**src/rtl/xferSeqPkg.sv**
```systemverilog
package xferSeqPkg;

  typedef enum logic [1:0] {
    MODE_SINGLE = 2'd0,
    MODE_MULTI  = 2'd1,
    MODE_STRUCT = 2'd2,
    MODE_RSVD   = 2'd3
  } xferModeT;

  typedef enum logic [1:0] {
    ST_IDLE  = 2'd0,
    ST_SETUP = 2'd1,
    ST_XFER  = 2'd2
  } seqStateT;

  // Strobes from control to datapath
  typedef struct packed {
    logic loadCmd;   // capture the command fields, clear beat index
    logic advance;   // current beat accepted, move to next pair
  } seqStrobeT;

endpackage

```
**src/rtl/xferSeqCtrl.sv**
```systemverilog
module xferSeqCtrl
  import xferSeqPkg::*;
#(
  parameter int REG_IDX_W  = 5,
  parameter int CNT_W      = 5,
  parameter int ELEM_W     = 3,
  parameter int NUM_REGS   = 32,
  parameter int MAX_MULTI  = 16,
  parameter int MAX_STRUCT = 4,
  parameter int MAX_ELEMS  = 4
) (
  input  logic                 clk,
  input  logic                 rstN,
  input  logic                 startValid,
  input  logic [1:0]           cmdMode,
  input  logic [REG_IDX_W-1:0] cmdBase,
  input  logic [CNT_W-1:0]     cmdCount,
  input  logic                 cmdDouble,
  input  logic [1:0]           cmdAlign,
  input  logic [ELEM_W-1:0]    cmdElems,
  input  logic                 beatReady,
  input  logic                 lastBeat,
  output seqStrobeT            strobe,
  output logic [CNT_W-1:0]     listLen,
  output logic                 busy,
  output logic                 done,
  output logic                 beatValid,
  output logic                 cmdError
);

  localparam int SPAN_W = REG_IDX_W + CNT_W + 2;

  seqStateT stateQ;
  logic errQ;
  xferModeT mode;
  logic [SPAN_W-1:0] baseW, strideW, countW, lastIdx;
  logic countBad, rangeBad, cmdBad, needSetup, accept;

  always_comb begin
    mode    = xferModeT'(cmdMode);
    listLen = (mode == MODE_SINGLE) ? CNT_W'(1) : cmdCount;
    baseW   = SPAN_W'(cmdBase);
    strideW = cmdDouble ? SPAN_W'(2) : SPAN_W'(1);
    countW  = SPAN_W'(listLen);
    lastIdx = baseW + strideW * (countW - SPAN_W'(1));
    rangeBad = (listLen != '0) && (lastIdx > SPAN_W'(NUM_REGS - 1));
    unique case (mode)
      MODE_SINGLE: countBad = 1'b0;
      MODE_MULTI:  countBad = (listLen == '0) || (listLen > CNT_W'(MAX_MULTI));
      MODE_STRUCT: countBad = (listLen == '0) || (listLen > CNT_W'(MAX_STRUCT)) ||
                              (cmdElems == '0) || (cmdElems > ELEM_W'(MAX_ELEMS));
      default:     countBad = 1'b1;
    endcase
    cmdBad    = countBad || rangeBad;
    // Structure transfers with 128-bit or wider alignment skip the setup cycle
    needSetup = !((mode == MODE_STRUCT) && cmdAlign[1]);
    accept    = startValid && (stateQ == ST_IDLE);
  end

  always_ff @(posedge clk) begin
    if (!rstN) begin
      stateQ <= ST_IDLE;
      errQ   <= 1'b0;
    end else begin
      errQ <= accept && cmdBad;
      unique case (stateQ)
        ST_IDLE: begin
          if (accept && !cmdBad) stateQ <= needSetup ? ST_SETUP : ST_XFER;
        end
        ST_SETUP: stateQ <= ST_XFER;
        ST_XFER: begin
          if (beatReady && lastBeat) stateQ <= ST_IDLE;
        end
        default: stateQ <= ST_IDLE;
      endcase
    end
  end

  always_comb begin
    strobe.loadCmd = accept && !cmdBad;
    strobe.advance = (stateQ == ST_XFER) && beatReady;
    beatValid      = (stateQ == ST_XFER);
    done           = beatValid && beatReady && lastBeat;
    busy           = (stateQ != ST_IDLE);
    cmdError       = errQ;
  end

endmodule

```
**src/rtl/xferSeqPath.sv**
```systemverilog
module xferSeqPath
  import xferSeqPkg::*;
#(
  parameter int REG_IDX_W = 5,
  parameter int CNT_W     = 5,
  parameter int ELEM_W    = 3
) (
  input  logic                 clk,
  input  logic                 rstN,
  input  seqStrobeT            strobe,
  input  logic [1:0]           cmdMode,
  input  logic                 cmdIsLoad,
  input  logic [REG_IDX_W-1:0] cmdBase,
  input  logic [CNT_W-1:0]     listLen,
  input  logic                 cmdDouble,
  input  logic [ELEM_W-1:0]    cmdElems,
  input  logic                 cmdBigEnd,
  output logic [REG_IDX_W-1:0] slot0Reg,
  output logic [REG_IDX_W-1:0] slot1Reg,
  output logic                 slot0Live,
  output logic                 slot1Live,
  output logic                 lastBeat,
  output logic                 beatIsLoad,
  output logic                 resultStage
);

  localparam int POS_W = CNT_W + 1;
  localparam int SUM_W = REG_IDX_W + POS_W + 2;

  logic [REG_IDX_W-1:0] baseQ;
  logic [CNT_W-1:0]     lenQ, beatQ;
  logic                 doubleQ, loadQ, stageQ;
  logic [POS_W-1:0]     pairPos, lenW;
  logic [SUM_W-1:0]     off0, sum0, sum1;
  logic                 stageNext;

  always_comb begin
    stageNext = cmdIsLoad &&
                (((xferModeT'(cmdMode) == MODE_STRUCT) && (cmdElems > ELEM_W'(1))) ? 1'b1
                                                                                   : cmdBigEnd);
  end

  always_ff @(posedge clk) begin
    if (!rstN) begin
      baseQ   <= '0;
      lenQ    <= '0;
      beatQ   <= '0;
      doubleQ <= 1'b0;
      loadQ   <= 1'b0;
      stageQ  <= 1'b0;
    end else if (strobe.loadCmd) begin
      baseQ   <= cmdBase;
      lenQ    <= listLen;
      beatQ   <= '0;
      doubleQ <= cmdDouble;
      loadQ   <= cmdIsLoad;
      stageQ  <= stageNext;
    end else if (strobe.advance) begin
      beatQ <= beatQ + CNT_W'(1);
    end
  end

  always_comb begin
    pairPos   = {beatQ, 1'b0};
    lenW      = POS_W'(lenQ);
    off0      = doubleQ ? SUM_W'({pairPos, 1'b0}) : SUM_W'(pairPos);
    sum0      = SUM_W'(baseQ) + off0;
    sum1      = sum0 + (doubleQ ? SUM_W'(2) : SUM_W'(1));
    slot0Reg  = sum0[REG_IDX_W-1:0];
    slot1Reg  = sum1[REG_IDX_W-1:0];
    slot0Live = pairPos < lenW;
    slot1Live = (pairPos + POS_W'(1)) < lenW;
    lastBeat  = (pairPos + POS_W'(2)) >= lenW;
    beatIsLoad  = loadQ;
    resultStage = stageQ;
  end

endmodule

```
**src/rtl/xferSeq.sv**
```systemverilog
module xferSeq
  import xferSeqPkg::*;
#(
  parameter int REG_IDX_W  = 5,
  parameter int CNT_W      = 5,
  parameter int ELEM_W     = 3,
  parameter int NUM_REGS   = 32,
  parameter int MAX_MULTI  = 16,
  parameter int MAX_STRUCT = 4,
  parameter int MAX_ELEMS  = 4
) (
  input  logic                 clk,
  input  logic                 rstN,
  input  logic                 startValid,
  input  logic [1:0]           cmdMode,
  input  logic                 cmdIsLoad,
  input  logic [REG_IDX_W-1:0] cmdBase,
  input  logic [CNT_W-1:0]     cmdCount,
  input  logic                 cmdDouble,
  input  logic [1:0]           cmdAlign,
  input  logic [ELEM_W-1:0]    cmdElems,
  input  logic                 cmdBigEnd,
  input  logic                 beatReady,
  output logic                 busy,
  output logic                 done,
  output logic                 cmdError,
  output logic                 beatValid,
  output logic                 beatIsLoad,
  output logic [REG_IDX_W-1:0] slot0Reg,
  output logic                 slot0Valid,
  output logic [REG_IDX_W-1:0] slot1Reg,
  output logic                 slot1Valid,
  output logic                 resultStage
);

  seqStrobeT        strobe;
  logic [CNT_W-1:0] listLen;
  logic             lastBeat, slot0Live, slot1Live, stageRaw;

  xferSeqCtrl #(
    .REG_IDX_W(REG_IDX_W), .CNT_W(CNT_W), .ELEM_W(ELEM_W), .NUM_REGS(NUM_REGS),
    .MAX_MULTI(MAX_MULTI), .MAX_STRUCT(MAX_STRUCT), .MAX_ELEMS(MAX_ELEMS)
  ) i_ctrl (
    .clk(clk), .rstN(rstN), .startValid(startValid), .cmdMode(cmdMode),
    .cmdBase(cmdBase), .cmdCount(cmdCount), .cmdDouble(cmdDouble),
    .cmdAlign(cmdAlign), .cmdElems(cmdElems), .beatReady(beatReady),
    .lastBeat(lastBeat), .strobe(strobe), .listLen(listLen), .busy(busy),
    .done(done), .beatValid(beatValid), .cmdError(cmdError)
  );

  xferSeqPath #(
    .REG_IDX_W(REG_IDX_W), .CNT_W(CNT_W), .ELEM_W(ELEM_W)
  ) i_path (
    .clk(clk), .rstN(rstN), .strobe(strobe), .cmdMode(cmdMode),
    .cmdIsLoad(cmdIsLoad), .cmdBase(cmdBase), .listLen(listLen),
    .cmdDouble(cmdDouble), .cmdElems(cmdElems), .cmdBigEnd(cmdBigEnd),
    .slot0Reg(slot0Reg), .slot1Reg(slot1Reg), .slot0Live(slot0Live),
    .slot1Live(slot1Live), .lastBeat(lastBeat), .beatIsLoad(beatIsLoad),
    .resultStage(stageRaw)
  );

  always_comb begin
    slot0Valid  = beatValid && slot0Live;
    slot1Valid  = beatValid && slot1Live;
    resultStage = stageRaw;
  end

endmodule

```
**config.mk**
```make
export PLATFORM = sky130hd
export DESIGN_NAME = xferSeq
export DESIGN_NICKNAME = d
export VERILOG_FILES = /design/src/rtl/xferSeqPkg.sv /design/src/rtl/xferSeqCtrl.sv /design/src/rtl/xferSeqPath.sv /design/src/rtl/xferSeq.sv
export SDC_FILE = /design/constraint.sdc
export NUM_CORES = 1
export LEC_CHECK = 0
export CAP_MARGIN = 5
export CORE_UTILIZATION = 35
export DETAILED_ROUTE_END_ITERATION = 8
export HOLD_SLACK_MARGIN = 0.1
export SYNTH_ARGS = -nofsm -noshare
export SYNTH_HDL_FRONTEND = slang
export SYNTH_HIERARCHICAL = 1
export SYNTH_SLANG_ARGS = --single-unit
```
**constraint.sdc**
```tcl
create_clock -name clk -period 6.3 [get_ports clk]
set_clock_uncertainty 0.2 [all_clocks]
set_input_delay 1.26 -clock clk [delete_from_list [all_inputs] [get_ports clk]]
set_output_delay 1.26 -clock clk [all_outputs]
set_load 0.05 [all_outputs]
```
==> flow_summary.json <==
{
  "total_leakage_power_nw": 1.09,
  "synth_edf_count": 0,
  "placementRows": 27,
  "async_flop_share": 0,
  "nets": 345,
  "wirelength_mm": 4.14,
  "fin_ws_ps": 993,
  "die-area_um2": 6350,
  "final_antenna_net_count": 0,
  "instances_no_fill": 357,
  "min_from": "i_path/beatIsLoad$_SDFFE_PN0P_",
  "dpl-instance-area_um2": 2550,
  "post_cts.resized_instances": 0,
  "overflow": 0,
  "cts.path.max_buffers": 2,
  "insertion_delay_ps": 260,
  "grt_max_degree": 18,
  "place_ws_ps": 626,
  "num-fill-cells": 583,
  "grt_pass1_vias": 1665,
  "min_period_ps": 5310,
  "grt_pass1_wl_mm": 7.22,
  "post_drt_wl_per_cell_um": 11.6,
  "grt_setup_unrepaired": "no",
  "r2r-end": "i_ctrl/stateQ[1]$_SDFFE_PN0P_",
  "worstPathArrival_ps": 5310,
  "cts_tree": "done",
  "clock_sinks": 21,
  "finalHoldViolCount": 0,
  "finalWeightedCongestion": 0.785,
  "post-place-cells": 353,
  "pin_count": 42,
  "avgSynthCellArea_um2": 8.52,
  "postSynthCellCount": 248,
  "setup_tns_ps": 0,
  "critPathMaxFanout": 15,
  "die-width_um": 79.7,
  "final_util": 0.459,
  "max_cap_viol_count": 0,
  "ys_types": 52,
  "status": "finished, final reports clean",
  "insertedDiodeCount": 0,
  "post_cts_buffers": 0,
  "maxSlewHeadroom": 0.633,
  "worstMarginPinSlew_ps": 549,
  "timing.rr.start": "i_path/beatQ[0]$_SDFFE_PP0P_",
  "ctsRootBufferMaster": "clkbuf_8",
  "hp-class": "flip-flop to flip-flop",
  "synth-seq-cells": 21,
  "multi_input_area_um2": 1550,
  "stdcell_area_um2": 2600,
  "vias_per_cell": 4.85,
  "r2r_slack_ps": 3990,
  "fmax_ghz": 0.188,
  "syn2layout_area_growth_pct": 23.2,
  "ir_worst_vdd_v": 0.0000716,
  "netlist_area_um2": 2110,
  "cts_buffers": 3,
  "path_class": "primary input to flip-flop",
  "die_y_um": 79.7,
  "seqCellArea_um2": 420,
  "fin_crit_sh": 0.842,
  "critPathLaunchType": "primary input",
  "drc_errors": 0,
  "synth_ff_type": "dfxtp_1",
  "htree_levels": 1,
  "cp_data_required_time_ps": 6310,
  "slew_violations": 0,
  "core_um2": 5680,
  "powerDensity_nw_per_um2": 135,
  "worst_hold_path.endpoint": "i_path/beatIsLoad$_SDFFE_PN0P_",
  "start_util": 0.372,
  "worstHoldPathCells": 2,
  "cts_hold_buffers": 0,
  "drt_first_pass_iters": 4,
  "drive_gt1_frac": 0.0561,
  "cts.clk_slew.worst_paths_ps": 90,
  "end_kind": "flip-flop",
  "dr_total_vias": 1731,
  "synth-seq-area-share": 0.199,
  "r2r_cells": 10,
  "setup_viol": 0,
  "track_usage": 0.142,
  "portBuffers": 40,
  "dp_hpwl_mm": 3.46,
  "antenna_found_initial": 0,
  "yosys_warnings": 6,
  "first_iter_violations": 73
}
## cells by family (layout without fill, tap and decap cells)
kind of cell    count (synthesis)  count (layout)  share of synthesized area
other cells                     2               4                    0.00356
xor+xnor                       19              19                     0.0823
simple gates                   78              78                      0.201
fa+ha+maj                      35              35                      0.222
mux                            16              16                     0.0770
compound gates                 44              44                      0.143
flops                          21              21                      0.199
buf+inv                        33              68                     0.0729
## per-stage QoR
stage / hold slack (ps) / total power [mW]
final: 288 / 0.352
after global routing: 334 / 0.376
after CTS: 299 / 0.357
after detailed placement: 288 / 0.266
after global placement: 290 / 0.263
after floorplan: 283 / 0.227
## worst max-delay path, stage by stage
cell and delay [ps]:
clkdlybuf4s50_1 610, nand2b_1 280, a21bo_2 200, a21o_1 160, fa_1 560, inv_1 60
ha_1 280, a211oi_1 260, o21ai_1 170, a31oi_1 230, nor3_1 80, o311ai_2 410
a21oi_1 120, buf_4 220, nand2b_1 250, nor2_1 150
## state kept, by name, summed over array words and instances (netlist names)
name	count
i_path/baseQ	5
i_path/beatQ	5
i_path/lenQ	5
i_ctrl/stateQ	2
i_ctrl/cmdError	1
i_path/beatIsLoad	1
i_path/doubleQ	1
i_path/resultStage	1
## power by group
group | switching (mW) | internal (mW) | leakage (nW)
clock network | 0.0459 | 0.0447 | 0.0217
registers | 0.00333 | 0.137 | 0.170
logic | 0.0662 | 0.0554 | 0.898
## worst max path at each step
stage,from,end,slack (ps),cells past startpoint
3_3_place_gp,cmdDouble,i_path/beatQ[4]$_SDFFE_PP0P_,730,16
6_report,cmdDouble,i_path/beatQ[4]$_SDFFE_PP0P_,990,16
2_1_floorplan,cmdDouble,i_path/resultStage$_SDFFE_PN0P_,1430,17
4_1_cts,cmdDouble,i_path/beatQ[4]$_SDFFE_PP0P_,910,16
5_1_grt,cmdDouble,i_path/beatQ[0]$_SDFFE_PP0P_,670,16
3_5_place_dp,cmdDouble,i_path/beatQ[2]$_SDFFE_PP0P_,630,16
## routing by layer
metal	global-route usage	share of wire	up-vias
met5	0	0	-
met4	0.0436	0.010	0
met3	0.0137	0.021	4
met2	0.238	0.45	20
met1	0.189	0.51	794
li1	-	-	913
## cell usage in the layout, fill, tap and decap left out, types with 3 or more instances in the layout
master and n:
clkbuf_8 3, nand2_1 11, nor2b_1 19, and2_1 5, conb_1 4, inv_1 22
nand4_1 3, mux2i_1 14, clkdlybuf4s50_1 40, a31oi_1 4, nand2b_1 4, o21ai_0 7
fa_1 4, nor3_1 5, xnor2_1 10, xor2_1 8, a21oi_1 10, ha_1 31
dfxtp_1 21, nor2_1 17, a21o_1 3
## cell type report
cell class / instances / area share
Sequential cell: 21 / 0.162
Clock inverter: 1 / 0.00288
Clock buffer: 3 / 0.0159
Timing Repair Buffer: 42 / 0.160
Inverter: 22 / 0.0317
Tap cell: 72 / 0.0346
Multi-Input combinational cell: 196 / 0.594
## synth_stat cells, types with 2 or more instances
| cell | number | share of area |
|---|---|---|
| a31oi_1 | 4 | 0.012 |
| nor3b_1 | 2 | 0.0071 |
| and4b_1 | 2 | 0.0095 |
| dfxtp_1 | 21 | 0.20 |
| xor2_1 | 8 | 0.033 |
| nand2b_1 | 4 | 0.012 |
| o21ai_0 | 7 | 0.017 |
| buf_2 | 2 | 0.0047 |
| mux2i_1 | 14 | 0.066 |
| nor4_1 | 2 | 0.0059 |
| a21boi_0 | 2 | 0.0071 |
| nor2_1 | 17 | 0.030 |
| inv_1 | 22 | 0.039 |
| nor3_1 | 5 | 0.012 |
| conb_1 | 2 | 0.0036 |
| a21o_1 | 3 | 0.011 |
| and2_1 | 5 | 0.015 |
| xnor2_1 | 10 | 0.041 |
| clkbuf_1 | 6 | 0.011 |
| ha_1 | 31 | 0.18 |
| nand2_1 | 11 | 0.020 |
| or2_2 | 2 | 0.0059 |
| o211ai_1 | 2 | 0.0071 |
| a21oi_1 | 10 | 0.024 |
| fa_1 | 4 | 0.038 |
| nor2b_1 | 19 | 0.056 |
| mux2_2 | 2 | 0.011 |
| o21a_1 | 2 | 0.0071 |
| nand4_1 | 3 | 0.0089 |
| nand3_1 | 2 | 0.0047 |
Power figures use the tool's default switching activity.
